**src/rtl/sccg_pkg.sv**
```systemverilog
package sccg_pkg;

  typedef enum logic [2:0] {
    CM_PINS      = 3'd0,
    CM_RX_BOTH   = 3'd1,
    CM_RXDIV_BIT = 3'd2,
    CM_RXDIV     = 3'd3,
    CM_XT_BOTH   = 3'd4,
    CM_RX_ALT    = 3'd5,
    CM_XTDIV_BIT = 3'd6,
    CM_XTDIV     = 3'd7
  } clk_mode_e;

endpackage

```
**src/rtl/sccg_factor.sv**
```systemverilog
module sccg_factor #(
  parameter int HI_W = 2,
  parameter int LO_W = 8,
  parameter int EN_W = 6,
  parameter int K_W  = HI_W + LO_W + 2
) (
  input  logic [HI_W-1:0] ext_bits,
  input  logic [LO_W-1:0] div_reg,
  input  logic            div_en,
  input  logic            enh_en,
  output logic [K_W-1:0]  k
);
  localparam int M_W = HI_W + LO_W - EN_W;

  logic [K_W-1:0] std_n1, k_std;
  logic [K_W-1:0] enh_n1, m_eff, k_enh;
  logic [M_W-1:0] m_raw;

  // standard layout: N = {extra, register}
  assign std_n1 = K_W'({ext_bits, div_reg}) + K_W'(1);
  assign k_std  = std_n1 << 1;

  // enhanced layout: N = low bits, M = {extra, register top bits}
  assign enh_n1 = K_W'(div_reg[EN_W-1:0]) + K_W'(1);
  assign m_raw  = {ext_bits, div_reg[LO_W-1:EN_W]};
  assign m_eff  = (m_raw == '0) ? K_W'(1) : K_W'(m_raw);
  assign k_enh  = (enh_n1 * m_eff) << 1;

  always_comb begin
    if (!div_en)      k = K_W'(1);
    else if (!enh_en) k = k_std;
    else              k = k_enh;
  end
endmodule

```
**src/rtl/sccg_tick_div.sv**
```systemverilog
module sccg_tick_div #(
  parameter int W = 12
) (
  input  logic         clk,
  input  logic         rst,
  input  logic         clr,
  input  logic         tick,
  input  logic [W-1:0] limit,
  output logic         tc
);
  logic [W-1:0] cnt;
  logic         at_end;

  assign at_end = (cnt >= limit - W'(1));
  assign tc     = tick & at_end;

  always_ff @(posedge clk) begin
    if (rst || clr)  cnt <= '0;
    else if (tick)   cnt <= at_end ? '0 : cnt + W'(1);
  end
endmodule

```
**src/rtl/sccg_route.sv**
```systemverilog
module sccg_route
  import sccg_pkg::*;
(
  input  logic [2:0] mode,
  input  logic       sub_b,
  input  logic       rxp,
  input  logic       txp,
  input  logic       xt,
  input  logic       gen,
  input  logic       post,
  output logic       brg_src,
  output logic       rx_d,
  output logic       tx_d,
  output logic       samp_d
);
  clk_mode_e m;
  assign m = clk_mode_e'(mode);

  // divider source: oscillator for modes 0,6,7, rx pin for 2,3
  assign brg_src = (m == CM_RXDIV_BIT || m == CM_RXDIV) ? rxp :
                   (m == CM_PINS || m == CM_XTDIV_BIT || m == CM_XTDIV) ? xt : 1'b0;

  always_comb begin
    rx_d   = 1'b0;
    tx_d   = 1'b0;
    samp_d = 1'b0;
    case (m)
      CM_PINS: begin
        rx_d = rxp;
        tx_d = sub_b ? gen : txp;
      end
      CM_RX_BOTH, CM_RX_ALT: begin
        rx_d = rxp;
        tx_d = rxp;
      end
      CM_XT_BOTH: begin
        rx_d = xt;
        tx_d = xt;
      end
      CM_RXDIV_BIT, CM_XTDIV_BIT: begin
        rx_d   = post;
        tx_d   = sub_b ? post : txp;
        samp_d = gen;
      end
      CM_RXDIV, CM_XTDIV: begin
        rx_d   = sub_b ? gen : post;
        tx_d   = sub_b ? gen : post;
        samp_d = gen;
      end
      default: begin
        rx_d = 1'b0;
      end
    endcase
  end
endmodule

```
**src/rtl/sccg_clkgen.sv**
```systemverilog
module sccg_clkgen #(
  parameter int HI_W     = 2,
  parameter int LO_W     = 8,
  parameter int EN_W     = 6,
  parameter int SUB_LOG2 = 4
) (
  input  logic            clk,
  input  logic            rst,
  input  logic            rx_pin_tick,
  input  logic            tx_pin_tick,
  input  logic            xtal_tick,
  input  logic [2:0]      clk_mode,
  input  logic            sub_b,
  input  logic            div_en,
  input  logic            enh_en,
  input  logic [HI_W-1:0] ext_bits,
  input  logic [LO_W-1:0] div_reg,
  output logic            rx_bit_en,
  output logic            tx_bit_en,
  output logic            samp16_en
);
  localparam int STD_W   = HI_W + LO_W;
  localparam int K_W     = STD_W + 2;
  localparam int CFG_W   = 3 + 3 + HI_W + LO_W;
  localparam int SW      = SUB_LOG2 + 1;
  localparam int NUM_STG = 2;
  localparam logic [SW-1:0] SUB_LIM = SW'(2 ** SUB_LOG2);

  logic [CFG_W-1:0] cfg, cfg_q;
  logic             chg;
  logic [K_W-1:0]   k;
  logic             brg_src, pre_tc;
  logic [NUM_STG:0] stg;
  logic             rx_d, tx_d, samp_d;

  assign cfg = {clk_mode, sub_b, div_en, enh_en, ext_bits, div_reg};
  assign chg = (cfg != cfg_q);

  always_ff @(posedge clk) begin
    if (rst) cfg_q <= '0;
    else     cfg_q <= cfg;
  end

  sccg_factor #(.HI_W(HI_W), .LO_W(LO_W), .EN_W(EN_W), .K_W(K_W)) u_factor (
    .ext_bits (ext_bits),
    .div_reg  (div_reg),
    .div_en   (div_en),
    .enh_en   (enh_en),
    .k        (k)
  );

  sccg_tick_div #(.W(K_W)) u_pre (
    .clk   (clk),
    .rst   (rst),
    .clr   (chg),
    .tick  (brg_src & ~chg),
    .limit (k),
    .tc    (pre_tc)
  );

  assign stg[0] = pre_tc;

  // stage 0: 16x to divider output, stage 1: divider output to bit rate
  for (genvar i = 0; i < NUM_STG; i++) begin : g_stage
    sccg_tick_div #(.W(SW)) u_div (
      .clk   (clk),
      .rst   (rst),
      .clr   (chg),
      .tick  (stg[i]),
      .limit (SUB_LIM),
      .tc    (stg[i+1])
    );
  end

  sccg_route u_route (
    .mode    (clk_mode),
    .sub_b   (sub_b),
    .rxp     (rx_pin_tick),
    .txp     (tx_pin_tick),
    .xt      (xtal_tick),
    .gen     (stg[1]),
    .post    (stg[2]),
    .brg_src (brg_src),
    .rx_d    (rx_d),
    .tx_d    (tx_d),
    .samp_d  (samp_d)
  );

  always_ff @(posedge clk) begin
    if (rst || chg) begin
      rx_bit_en <= 1'b0;
      tx_bit_en <= 1'b0;
      samp16_en <= 1'b0;
    end else begin
      rx_bit_en <= rx_d;
      tx_bit_en <= tx_d;
      samp16_en <= samp_d;
    end
  end
endmodule

```
**config.mk**
```make
export PLATFORM = sky130hd
export DESIGN_NAME = sccg_clkgen
export DESIGN_NICKNAME = d
export VERILOG_FILES = /design/src/rtl/sccg_pkg.sv /design/src/rtl/sccg_factor.sv /design/src/rtl/sccg_tick_div.sv /design/src/rtl/sccg_route.sv /design/src/rtl/sccg_clkgen.sv
export SDC_FILE = /design/constraint.sdc
export NUM_CORES = 1
export LEC_CHECK = 0
export ABC_CLOCK_PERIOD_IN_PS = 6200
export CAP_MARGIN = 20
export CORE_ASPECT_RATIO = 1.1
export CORE_MARGIN = 2
export CORE_UTILIZATION = 54
export CTS_CLUSTER_DIAMETER = 100
export CTS_CLUSTER_SIZE = 20
export DETAILED_ROUTE_END_ITERATION = 8
export GPL_TIMING_DRIVEN = 0
export HOLD_SLACK_MARGIN = 0.08
export PLACE_DENSITY = 0.77
export SETUP_SLACK_MARGIN = 0.15
export SYNTH_ARGS = -nofsm -noshare
export SYNTH_HDL_FRONTEND = slang
export SYNTH_SLANG_ARGS = --single-unit
```
**constraint.sdc**
```tcl
create_clock -name clk -period 6.2 [get_ports clk]
set_input_delay 0.62 -clock clk [delete_from_list [all_inputs] [get_ports clk]]
set_output_delay 0.62 -clock clk [all_outputs]
set_load 0.01 [all_outputs]
```
==> metrics.md, run 1 <==
| Metric | Value |
|---|---|
| Status | `finished, final reports clean` |
| Skew final | `~0.0048 ns` |
| Hold Crit Depth | `2` |
| Clk_lat worst skew | `0.30 ns` |
| Core Region | `6160 µm²` |
| RePlAce Congestion | `0.876` |
| Worst Hold Slack | `around 0.49 ns` |
| Wirelength, routed | `7750 µm` |
| Routed vias | `~3000` |
| Async set-reset flop share out of synthesis | `0` |
| Total Die Area | `between 7000 and 8000 µm²` |
| # port buffers | `20` |
| Largest net degree at the start of global routing | `13` |
| GRT Util Overall | `0.233` |
| Max transition margin | `0.611` |
| DP Worst Slack | `-1.06 ns` |
| Layout cells sized above 1 | `0.110` |
| Avg Inst Size Synth | `8.33 µm²` |
| Row Count | `30` |
| Max_cap viols | `0` |
| Antenna Nets Post-Route | `0` |
| Final #Nets | `508` |
| #FFs+latches synth | `41` |
| Initial core utilization | `0.558` |
| Placed Instances | `512` |
| Clk buf depth | `2` |
| Post-synth EDFFs | `0` |
| Syn Inst Count | `412` |
| CP Buf/Inv Count | `6` |
| Final core utilization | `0.649` |
| Ys flop type | `dfxtp_1` |
| Antenna diodes | `0` |
| Grt total ovfl | `0` |
| Fmax | `171 MHz` |
| Total CTS buffers | `5` |
| CTS clk-pin slew, worst paths | `0.08 ns` |
| Pre-Repair DR Iteration Count | `4` |
| Die Wd | `80.0 µm` |
| P per Cell Area | `187 nW/µm²` |
| Final Hold Violating Endpoints | `0` |
| Fin cells | `525` |
| Slowest library cell on the worst path | `fa_1` |
| Layout area overhead | `16.3%` |
| First-pass GRT wire length | `13000 µm` |
| H-Tree Depth | `2` |
| Crit path DAT | `6.08 ns` |
| CTS root buf | `clkbuf_8` |
| Syn_nets | `476` |
| Setup Viol. Count Final | `0` |
| Yosys cell types | `54` |
| Family with the most delay on the worst path | `adder cells` |
| Synthesized cell area | `3430 µm²` |
| Yosys warns | `0` |
| Worst-Margin Slew | `0.579 ns` |
| Final TNS setup | `0 ns` |
| WS Path Type | `primary input to flop` |
| Part of the Yosys area used for sequential elements | `0.239` |
| Max Slew Vio Count | `0` |
| Hold path start | `g_stage[1].u_div.cnt[2]$_SDFFE_PP0N_` |
| Die Y | `87.6 µm` |
| WP data required | `6.43 ns` |
| Vias in the first global route | `2833` |
| Filler cell count | `512` |
| Critical Path Start Type | `primary input` |
| Worst Setup End Kind | `flop` |
| Reg2reg start | `u_pre.cnt[0]$_SDFFE_PP0P_` |
| Reg-to-reg slack, setup | `3.58 ns` |
| Area after DPL | `approximately 3700 µm²` |
| Worst path max stage delay | `0.52 ns` |
| Residual DRC | `0` |
| Reg2Reg Depth | `11` |
| Min Tclk post-route | `a little under 6 ns` |
| Design Area, Final | `between 3000 and 4000 µm²` |
| Crit path top cell by count | `buf_4` |
| Critical-path maximum fanout | `9` |
| Hold crit path type | `flop to flop` |
| Iteration-0 DRC count of the detailed router | `131` |
| Leakage | `1.67 nW` |
| Hold EP | `g_stage[1].u_div.cnt[2]$_SDFFE_PP0N_` |
| Power Total | `approximately 0.75 mW` |
| # IOs | `24` |
| Crit-path cells | `buf_2, ha_2, xor2_2, buf_4, and2_1, fa_1, inv_1, fa_1, inv_1, ha_1, a211oi_2, nor3b_2, or4_1, and4_1, o21a_1, nor3_2, buf_4, xnor2_1, ha_1, nand4_1, o21a_2, buf_4, or4_1, a21oi_1` |
| RSZ-0062 raised after global routing | `no` |
| Initial antenna violation count | `0` |
| Maximum VDD drop | `158 µV` |
| Avg WL per Cell | `14.8 µm` |
| Final WS setup | `roughly 0.35 ns` |
| Via density | `5.74` |
| Final HPWL DP | `5890 µm` |
| CTS Sinks | `41` |
| RR Endpoint | `g_stage[0].u_div.cnt[4]$_SDFFE_PP0P_` |
| Period utilisation layout | `0.944` |
| CTS tree | `yes` |
## worst register-to-register path, delay by kind of cell, from the launching register on
| family | cells | cell delay [ns] |
|---|---|---|
| DFF | 1 | 0.33 |
| and+or+nand+nor | 2 | 0.60 |
| AOI/OAI and AO/OA | 5 | 0.84 |
| buffers and inverters | 3 | 0.52 |
| adders and majority gates | 1 | 0.27 |
## cell type report
cell class / count / area (µm²) / share of cell area
clock inverter: 1 / 30.0 / 0.00752
multi-input combinational: 329 / 2540 / 0.637
sequential: 41 / 821 / 0.206
tap: 80 / 100 / 0.0251
timing repair buffer: 25 / 228 / 0.0570
buffer: 17 / 92.6 / 0.0232
clock buffer: 7 / 86.3 / 0.0216
inverter: 25 / 93.8 / 0.0235
## layout by cell type, fill, tap and decap left out, drive strengths merged, types with 4 or more instances in the layout
master / synthesis / layout
a21o: 7 / 7
nand3: 8 / 8
or4: 7 / 7
nor3: 9 / 9
fa: 10 / 10
and3: 10 / 10
clkdlybuf4s50: 0 / 12
o21ai: 18 / 18
ha: 33 / 33
xnor2: 27 / 27
xor2: 18 / 18
nand2b: 4 / 4
o21a: 4 / 4
and2: 13 / 13
nand2: 20 / 20
nand4: 19 / 19
dlymetal6s2s: 0 / 4
dfxtp: 41 / 41
buf: 4 / 12
nor2b: 24 / 24
nor2: 34 / 34
a211oi: 6 / 6
clkbuf: 13 / 21
a21oi: 20 / 20
a211o: 4 / 4
inv: 25 / 25
## synthesized netlist by cell type, drive strengths merged, types with 2 or more instances
master	number	area (µm²)
or3	3	18.8
xnor2	27	236
mux2i	3	30.0
nor2b	24	150
ha	33	413
nor3	9	45.0
xor2	18	158
dfxtp	41	821
o22ai	2	12.5
nor4	3	33.8
inv	25	93.8
a21o	7	52.6
and4	2	17.5
and2	13	81.3
nand4	19	125
or4	7	52.6
nand2	20	77.6
a31oi	3	18.8
clkbuf	13	50.0
and3	10	62.6
o21ai	18	90.1
buf	4	22.5
nand2b	4	25.0
nor2	34	128
a211oi	6	45.0
nand3b	2	15.0
o21a	4	30.0
nand3	8	40.0
a211o	4	45.1
nor3b	2	15.0
fa	10	200
a21oi	20	104
o31ai	2	15.0
## logic make-up (layout without fill, tap and decap cells)
| logic type | Yosys count | count (layout) | share of synthesized area |
|---|---|---|---|
| simple gates | 161 | 161 | 0.260 |
| compound gates | 75 | 75 | 0.144 |
| xor+xnor | 45 | 45 | 0.115 |
| fa+ha+maj | 44 | 44 | 0.181 |
| buf+inv | 42 | 75 | 0.0485 |
| flops | 41 | 41 | 0.239 |
| mux | 4 | 4 | 0.0120 |
## routing by layer
| metal | vias up | wire length [µm] | GRT usage |
|---|---|---|---|
| met5 | - | 0 | 0 |
| met4 | 0 | 127 | 0.0663 |
| met3 | 15 | 269 | 0.0402 |
| met2 | 57 | 4010 | 0.417 |
| met1 | 1431 | 3340 | 0.287 |
| li1 | 1509 | - | - |
## where the power goes
part	internal, mW	leakage, nW	switching, mW
Combinational	0.114	1.27	0.138
Clock	0.131	0.0585	0.0938
Sequential	0.269	0.335	0.00246
## repair_timing
| action | 4_1_cts | 5_1_grt |
|---|---|---|
| pin swaps | 0 | 3 |
| resized for setup | 24 | 23 |
| buffers inserted | 3 | 2 |
| hold buffers | 0 | 0 |
| setup endpoints to repair | 25 | 25 |
## sequential cells by signal, summed over array words and instances (netlist names)
| name | count |
|---|---|
| g_stage.u_div.cnt | 10 |
| tx_bit_en | 1 |
| u_pre.cnt | 12 |
| cfg_q | 16 |
| rx_bit_en | 1 |
| samp16_en | 1 |
## worst max-delay path by stage
stage          slack [ns]  startpoint                                    to  cells past startpoint
6_report             0.35  div_reg[0]  g_stage[0].u_div.cnt[4]$_SDFFE_PP0P_                     24
5_1_grt              0.15  div_reg[0]  g_stage[1].u_div.cnt[3]$_SDFFE_PP0N_                     25
4_1_cts              0.15  div_reg[0]  g_stage[1].u_div.cnt[3]$_SDFFE_PP0N_                     25
3_5_place_dp        -1.06  div_reg[0]  g_stage[1].u_div.cnt[3]$_SDFFE_PP0N_                     23
3_3_place_gp        -0.95  div_reg[0]  g_stage[1].u_div.cnt[3]$_SDFFE_PP0N_                     23
2_1_floorplan        0.38  div_reg[0]  g_stage[1].u_div.cnt[3]$_SDFFE_PP0N_                     22
Note: power is estimated with default switching activity, not from simulation.
==> run 2, diff against run 1 <==
Settings changed: CORE_UTILIZATION 54 to 58, DONT_BUFFER_PORTS from default to 1, PLACE_DENSITY 0.77 to 0.76.
==> metrics.md, run 2 (synthesized netlist as in run 1, its figures left out) <==
| Metric | Value |
|---|---|
| Status | `finished, final reports clean` |
| Final #Nets | `485 (-4.5%)` |
| Final Hold Violating Endpoints | `0 (unchanged)` |
| CTS Sinks | `41 (unchanged)` |
| Setup Viol. Count Final | `0 (unchanged)` |
| Max transition margin | `0.607 (-0.00355)` |
| RePlAce Congestion | `0.875 (-0.17%)` |
| WS Path Type | `primary input to flop` |
| Commonest non-fill, non-tap cells in the layout | `dfxtp_1, nor2_1, ha_1` |
| Final TNS setup | `0 ns (unchanged)` |
| Total CTS buffers | `5 (unchanged)` |
| First-pass GRT wire length | `13000 µm (+0.38%)` |
| Maximum VDD drop | `96.8 µV (-39%)` |
| Die Y | `84.7 µm (-3.3%)` |
| Initial antenna violation count | `0 (unchanged)` |
| Period utilisation layout | `0.922 (-0.0215)` |
| Comb power frac | `0.317 (-0.020)` |
| Largest register FFs | `16 (unchanged)` |
| CTS tree | `yes` |
| Wirelength, routed | `7650 µm (-1.3%)` |
| Critical-path maximum fanout | `10 (+1)` |
| Via density | `5.95 (+3.7%)` |
| Die Wd | `77.4 µm (-3.3%)` |
| Crit path DAT | `5.89 ns (-0.19 ns)` |
| Clk_lat worst skew | `0.30 ns (about the same)` |
| Most common cell after layout, fill and taps aside | `dfxtp_1` |
| Iteration-0 DRC count of the detailed router | `115 (-12%)` |
| CTS clk-pin slew, worst paths | `0.08 ns (about the same)` |
| Layout area overhead | `7.91%` |
| Part of the power in the clock network | `0.305 (+0.004)` |
| Routed vias | `2968 (-1.5%)` |
| Final core utilization | `0.646 (-0.00256)` |
| Critical Path Start Type | `primary input` |
| Layout cells sized above 1 | `0.0829 (-0.0272)` |
| Leakage | `1.51 nW (-9.3%)` |
| Clk buf depth | `2 (unchanged)` |
| GRT Util Overall | `0.242 (+0.00951)` |
| Final HPWL DP | `5860 µm (-0.60%)` |
| # IOs | `24 (unchanged)` |
| Slowest library cell on the worst path | `a211oi_1` |
| CP Buf/Inv Count | `4 (-2)` |
| CTS root buf | `clkbuf_8` |
| Max Slew Vio Count | `0 (unchanged)` |
| RSZ-0062 raised after global routing | `no` |
| Worst Setup End Kind | `flop` |
| Switching share of power | `0.316 (+0.00316)` |
| Worst Hold Slack | `0.382 ns (-0.111 ns)` |
| Min Tclk post-route | `5.72 ns (-0.133 ns)` |
| Quantity of hold-fixing buffers added after cts | `0 (unchanged)` |
| Max_cap viols | `0 (unchanged)` |
| Row Count | `29 (-3.3%)` |
| Design Area, Final | `3700 µm² (-7.2%)` |
| P per Cell Area | `194 nW/µm² (+3.5%)` |
| Worst path max stage delay | `0.53 ns (about the same)` |
| Pre-Repair DR Iteration Count | `5 (+1)` |
| Worst-Margin Slew | `0.587 ns (+0.00867 ns)` |
| Hold crit path type | `primary input to flop` |
| Largest net degree at the start of global routing | `15 (+2)` |
| Power Total | `0.718 mW (-4.0%)` |
| Family with the most delay on the worst path | `adder cells` |
| H-Tree Depth | `2 (unchanged)` |
| Residual DRC | `0 (unchanged)` |
| Top Registers | `cfg_q: 16 flops, u_pre.cnt: 12 flops, g_stage.u_div.cnt: 10 flops` |
| Crit path top cell by count | `ha_1` |
| Skew final | `0.00305 ns (-0.00177 ns)` |
| Fmax | `175 MHz (+2.3%)` |
| Net Switching | `0.227 mW (-3.1%)` |
| WP data required | `6.37 ns (-0.06 ns)` |
| Avg WL per Cell | `15.3 µm (+3.9%)` |
| Initial core utilization | `0.599 (+0.0411)` |
| Crit-path cells | `ha_1, xor2_2, buf_4, and2_1, fa_1, inv_1, fa_1, inv_1, ha_1, nor2_1, nor3b_1, o22ai_1, xor2_1, a211oi_1, nor4_4, xor2_1, ha_1, nand4_1, o21ai_2, a21o_1, clkbuf_1, nor2_1` |
| Area after DPL | `3530 µm² (-5.5%)` |
| Grt total ovfl | `0 (unchanged)` |
| Antenna Nets Post-Route | `0 (unchanged)` |
| Largest reg by FF count | `cfg_q` |
| Core Region | `5730 µm² (-6.9%)` |
| # port buffers | `0 (-100%)` |
| Sequential share of power | `0.377 (+0.015)` |
| Int Pwr | `0.491 mW (-4.5%)` |
| Vias in the first global route | `2870 (+1.3%)` |
| Total Die Area | `6550 µm² (-6.6%)` |
| Antenna diodes | `0 (unchanged)` |
[run 2: timing repair]
action / in CTS / in global routing
buffers inserted: 0 / 2
gates resized for setup: 2 / 8
endpoints found under the setup margin: 20 / 20
pin swaps: 0 / 1
[run 2: worst paths after layout]
kind / startpoint / to / slack, ns / depth (start not counted)
setup / recovery: div_reg[0] / u_pre.cnt[4]$_SDFFE_PP0P_ / 0.48 / 22
hold / removal: rst / cfg_q[4]$_SDFF_PP0_ / 0.38 / 1
setup reg to reg: u_pre.cnt[0]$_SDFFE_PP0P_ / u_pre.cnt[4]$_SDFFE_PP0P_ / 3.55 / 11
hold reg to reg: g_stage[1].u_div.cnt[2]$_SDFFE_PP0N_ / g_stage[1].u_div.cnt[2]$_SDFFE_PP0N_ / 0.50 / 2
[run 2: power by group through the flow]
stage,Combinational [mW],Sequential (mW),Clock (mW)
floorplan,0.178,0.277,0
finish,0.228,0.271,0.219
detailed placement,0.217,0.277,0
CTS,0.220,0.271,0.223
global route,0.256,0.272,0.234
global placement,0.210,0.277,0
[run 2: per-stage QoR]
stage          worst slack, ns  instances
6_report                 0.481        499
4_1_cts                  0.178        497
3_3_place_gp            -0.283        489
2_1_floorplan            0.379        412
3_5_place_dp            -0.322        489
5_1_grt                  0.169        499
[run 2: layout make-up]
cell class | count | area [µm²]
Fill cell | 511 | 2030
Inverter | 25 | 93.8
Clock inverter | 3 | 46.3
Timing Repair Buffer | 2 | 15.0
Clock buffer | 5 | 68.8
Multi-Input combinational cell | 329 | 2490
Sequential cell | 41 | 821
Tap cell | 77 | 96.3
Buffer | 17 | 73.8
[run 2: per-layer routing]
layer / up-vias / GRT usage / routed length (µm) / part of all wire
met5: - / 0 / 0 / 0
met4: 0 / 0.0828 / 163 / 0.021
met3: 16 / 0.0366 / 284 / 0.037
met2: 65 / 0.428 / 3960 / 0.52
met1: 1421 / 0.300 / 3240 / 0.42
li1: 1466 / - / - / -
[run 2: worst register-to-register path: cells and delay by family, from the launching register on]
family / cells / cell delay, ns
DFF: 1 / 0.34
buffers and inverters: 3 / 0.73
adders and majority gates: 1 / 0.27
AOI/OAI and AO/OA: 5 / 1.00
and+or+nand+nor: 2 / 0.19
==> run 3, diff against run 2 <==
Settings changed: SKIP_CTS_REPAIR_TIMING from default to 1.
==> metrics.md, run 3 (synthesized netlist as in run 1, its figures left out) <==
| Metric | Value |
|---|---|
| Status | `finished, final reports clean` |
| Critical Path Start Type | `primary input` |
| Slowest library cell on the worst path | `fa_1` |
| Largest register FFs | `16 (unchanged)` |
| Skew final | `0.00501 ns (+0.00196 ns)` |
| RSZ-0062 raised after global routing | `no` |
| Final TNS setup | `0 ns (unchanged)` |
| WP data required | `6.39 ns (+0.02 ns)` |
| Clk_lat worst skew | `0.29 ns (about the same)` |
| Iteration-0 DRC count of the detailed router | `145 (+26%)` |
| Crit path DAT | `5.97 ns (+0.08 ns)` |
| Crit-path cells | `ha_1, xor2_2, buf_4, and2_1, fa_1, inv_1, fa_1, inv_1, ha_1, a211oi_2, nor3b_2, or4_1, and4_1, o21a_1, nor3_2, nor2_1, ha_1, a21o_1, a21o_1, a21oi_2, o21a_2, clkbuf_2, nor2_1, a221oi_1` |
| WS Path Type | `primary input to flop` |
| Die Y | `84.7 µm (unchanged)` |
| Clk buf depth | `2 (unchanged)` |
| CTS tree | `yes` |
| RePlAce Congestion | `0.875 (unchanged)` |
| Max_cap viols | `0 (unchanged)` |
| Total CTS buffers | `5 (unchanged)` |
| Period utilisation layout | `0.932 (+0.00948)` |
| Hold crit path type | `primary input to flop` |
| DP Worst Slack | `-0.322 ns (unchanged)` |
| Layout cells sized above 1 | `0.0808 (-0.00218)` |
| H-Tree Depth | `2 (unchanged)` |
| Avg WL per Cell | `15.2 µm (-0.61%)` |
| Total Die Area | `6550 µm² (unchanged)` |
| Setup Viol. Count Final | `0 (unchanged)` |
| P per Cell Area | `194 nW/µm² (about the same)` |
| Max transition margin | `0.616 (+0.00857)` |
| Maximum VDD drop | `96.9 µV (about the same)` |
| Placed Instances | `489 (unchanged)` |
| Final Hold Violating Endpoints | `0 (unchanged)` |
| Routed vias | `2930 (-1.3%)` |
| Worst Hold Slack | `0.386 ns (+0.00375 ns)` |
| GRT Util Overall | `0.242 (-0.000507)` |
| Final #Nets | `484 (-0.21%)` |
| Grt total ovfl | `0 (unchanged)` |
| Final core utilization | `0.645 (-0.00131)` |
| Wirelength, routed | `7580 µm (-0.81%)` |
| Row Count | `29 (unchanged)` |
| Largest net degree at the start of global routing | `15 (unchanged)` |
| Worst path max stage delay | `0.52 ns (about the same)` |
| Initial antenna violation count | `0 (unchanged)` |
| Antenna diodes | `0 (unchanged)` |
| Vias in the first global route | `2866 (-0.14%)` |
| Layout area overhead | `7.69%` |
| CTS clk-pin slew, worst paths | `0.08 ns (about the same)` |
| Fin cells | `498 (-0.20%)` |
| Largest reg by FF count | `cfg_q` |
| Final HPWL DP | `5860 µm (unchanged)` |
| Min Tclk post-route | `5.78 ns (+0.0588 ns)` |
| Pre-Repair DR Iteration Count | `4 (-1)` |
| First-pass GRT wire length | `13000 µm (-0.21%)` |
| # port buffers | `0 (unchanged)` |
| Worst-Margin Slew | `0.575 ns (-0.0128 ns)` |
| Core Region | `5730 µm² (unchanged)` |
| Commonest non-fill, non-tap cells in the layout | `dfxtp_1, nor2_1, ha_1` |
| Crit path top cell by count | `ha_1` |
| Final WS setup | `0.422 ns (-0.0588 ns)` |
| Residual DRC | `0 (unchanged)` |
| Fmax | `173 MHz (-1.0%)` |
| Die Wd | `77.4 µm (unchanged)` |
| Max Slew Vio Count | `0 (unchanged)` |
| Leakage | `1.51 nW (-0.32%)` |
| Top Registers | `cfg_q: 16 flops, u_pre.cnt: 12 flops, g_stage.u_div.cnt: 10 flops` |
| Initial core utilization | `0.599 (unchanged)` |
| Power Total | `0.716 mW (-0.25%)` |
| Worst Setup End Kind | `flop` |
| Antenna Nets Post-Route | `0 (unchanged)` |
| Via density | `5.88 (-1.1%)` |
| Critical-path maximum fanout | `10 (unchanged)` |
| # IOs | `24 (unchanged)` |
| CP Buf/Inv Count | `4 (unchanged)` |
| CTS root buf | `clkbuf_8` |
| Family with the most delay on the worst path | `adder cells` |
| Most common cell after layout, fill and taps aside | `dfxtp_1` |
| CTS Sinks | `41 (unchanged)` |
| Design Area, Final | `3700 µm² (-0.20%)` |
| Area after DPL | `3530 µm² (unchanged)` |
run 3: cell count changes in the layout (fill, tap and decap cells not counted), sizes merged:
cell,change
buf,-1
run 3: metal layers:
metal | part of all wire | wire, µm | global-route usage | vias up
met5 | 0 | 0 | 0 | -
met4 | 0.015 | 112 | 0.0828 | 0
met3 | 0.031 | 238 | 0.0366 | 8
met2 | 0.52 | 3960 | 0.428 | 58
met1 | 0.43 | 3270 | 0.299 | 1401
li1 | - | - | - | 1463
run 3: worst paths after layout:
path / end / cells after the start / slack [ns] / from
worst max-delay path: g_stage[1].u_div.cnt[3]$_SDFFE_PP0N_ / 24 / 0.42 / div_reg[0]
worst min-delay path: cfg_q[4]$_SDFF_PP0_ / 1 / 0.39 / rst
worst max register to register: u_pre.cnt[4]$_SDFFE_PP0P_ / 11 / 3.54 / u_pre.cnt[0]$_SDFFE_PP0P_
worst min register to register: g_stage[1].u_div.cnt[2]$_SDFFE_PP0N_ / 2 / 0.50 / g_stage[1].u_div.cnt[2]$_SDFFE_PP0N_
run 3: worst reg2reg max path, delay by kind of cell (launching register included):
kind	cells	cell delay, ns
flip-flops	1	0.34
buffers and inverters	3	0.74
adder cells (fa/ha/maj)	1	0.27
AO/OA/AOI/OAI	5	0.99
AND/OR/NAND/NOR	2	0.19
run 3: cell type report:
| type | count | area, µm² |
|---|---|---|
| clock buffer | 5 | 68.8 |
| fill | 509 | 2040 |
| sequential | 41 | 821 |
| buffer | 17 | 73.8 |
| clock inverter | 3 | 46.3 |
| timing repair buffer | 1 | 7.51 |
| multi-input combinational | 329 | 2490 |
| inverter | 25 | 93.8 |
| tap | 77 | 96.3 |
run 3: power breakdown:
group	leakage, nW	switching (mW)	internal (mW)
clock	0.0543	0.0983	0.121
combinational	1.12	0.126	0.101
sequential	0.335	0.00234	0.269
total	1.51	0.226	0.490
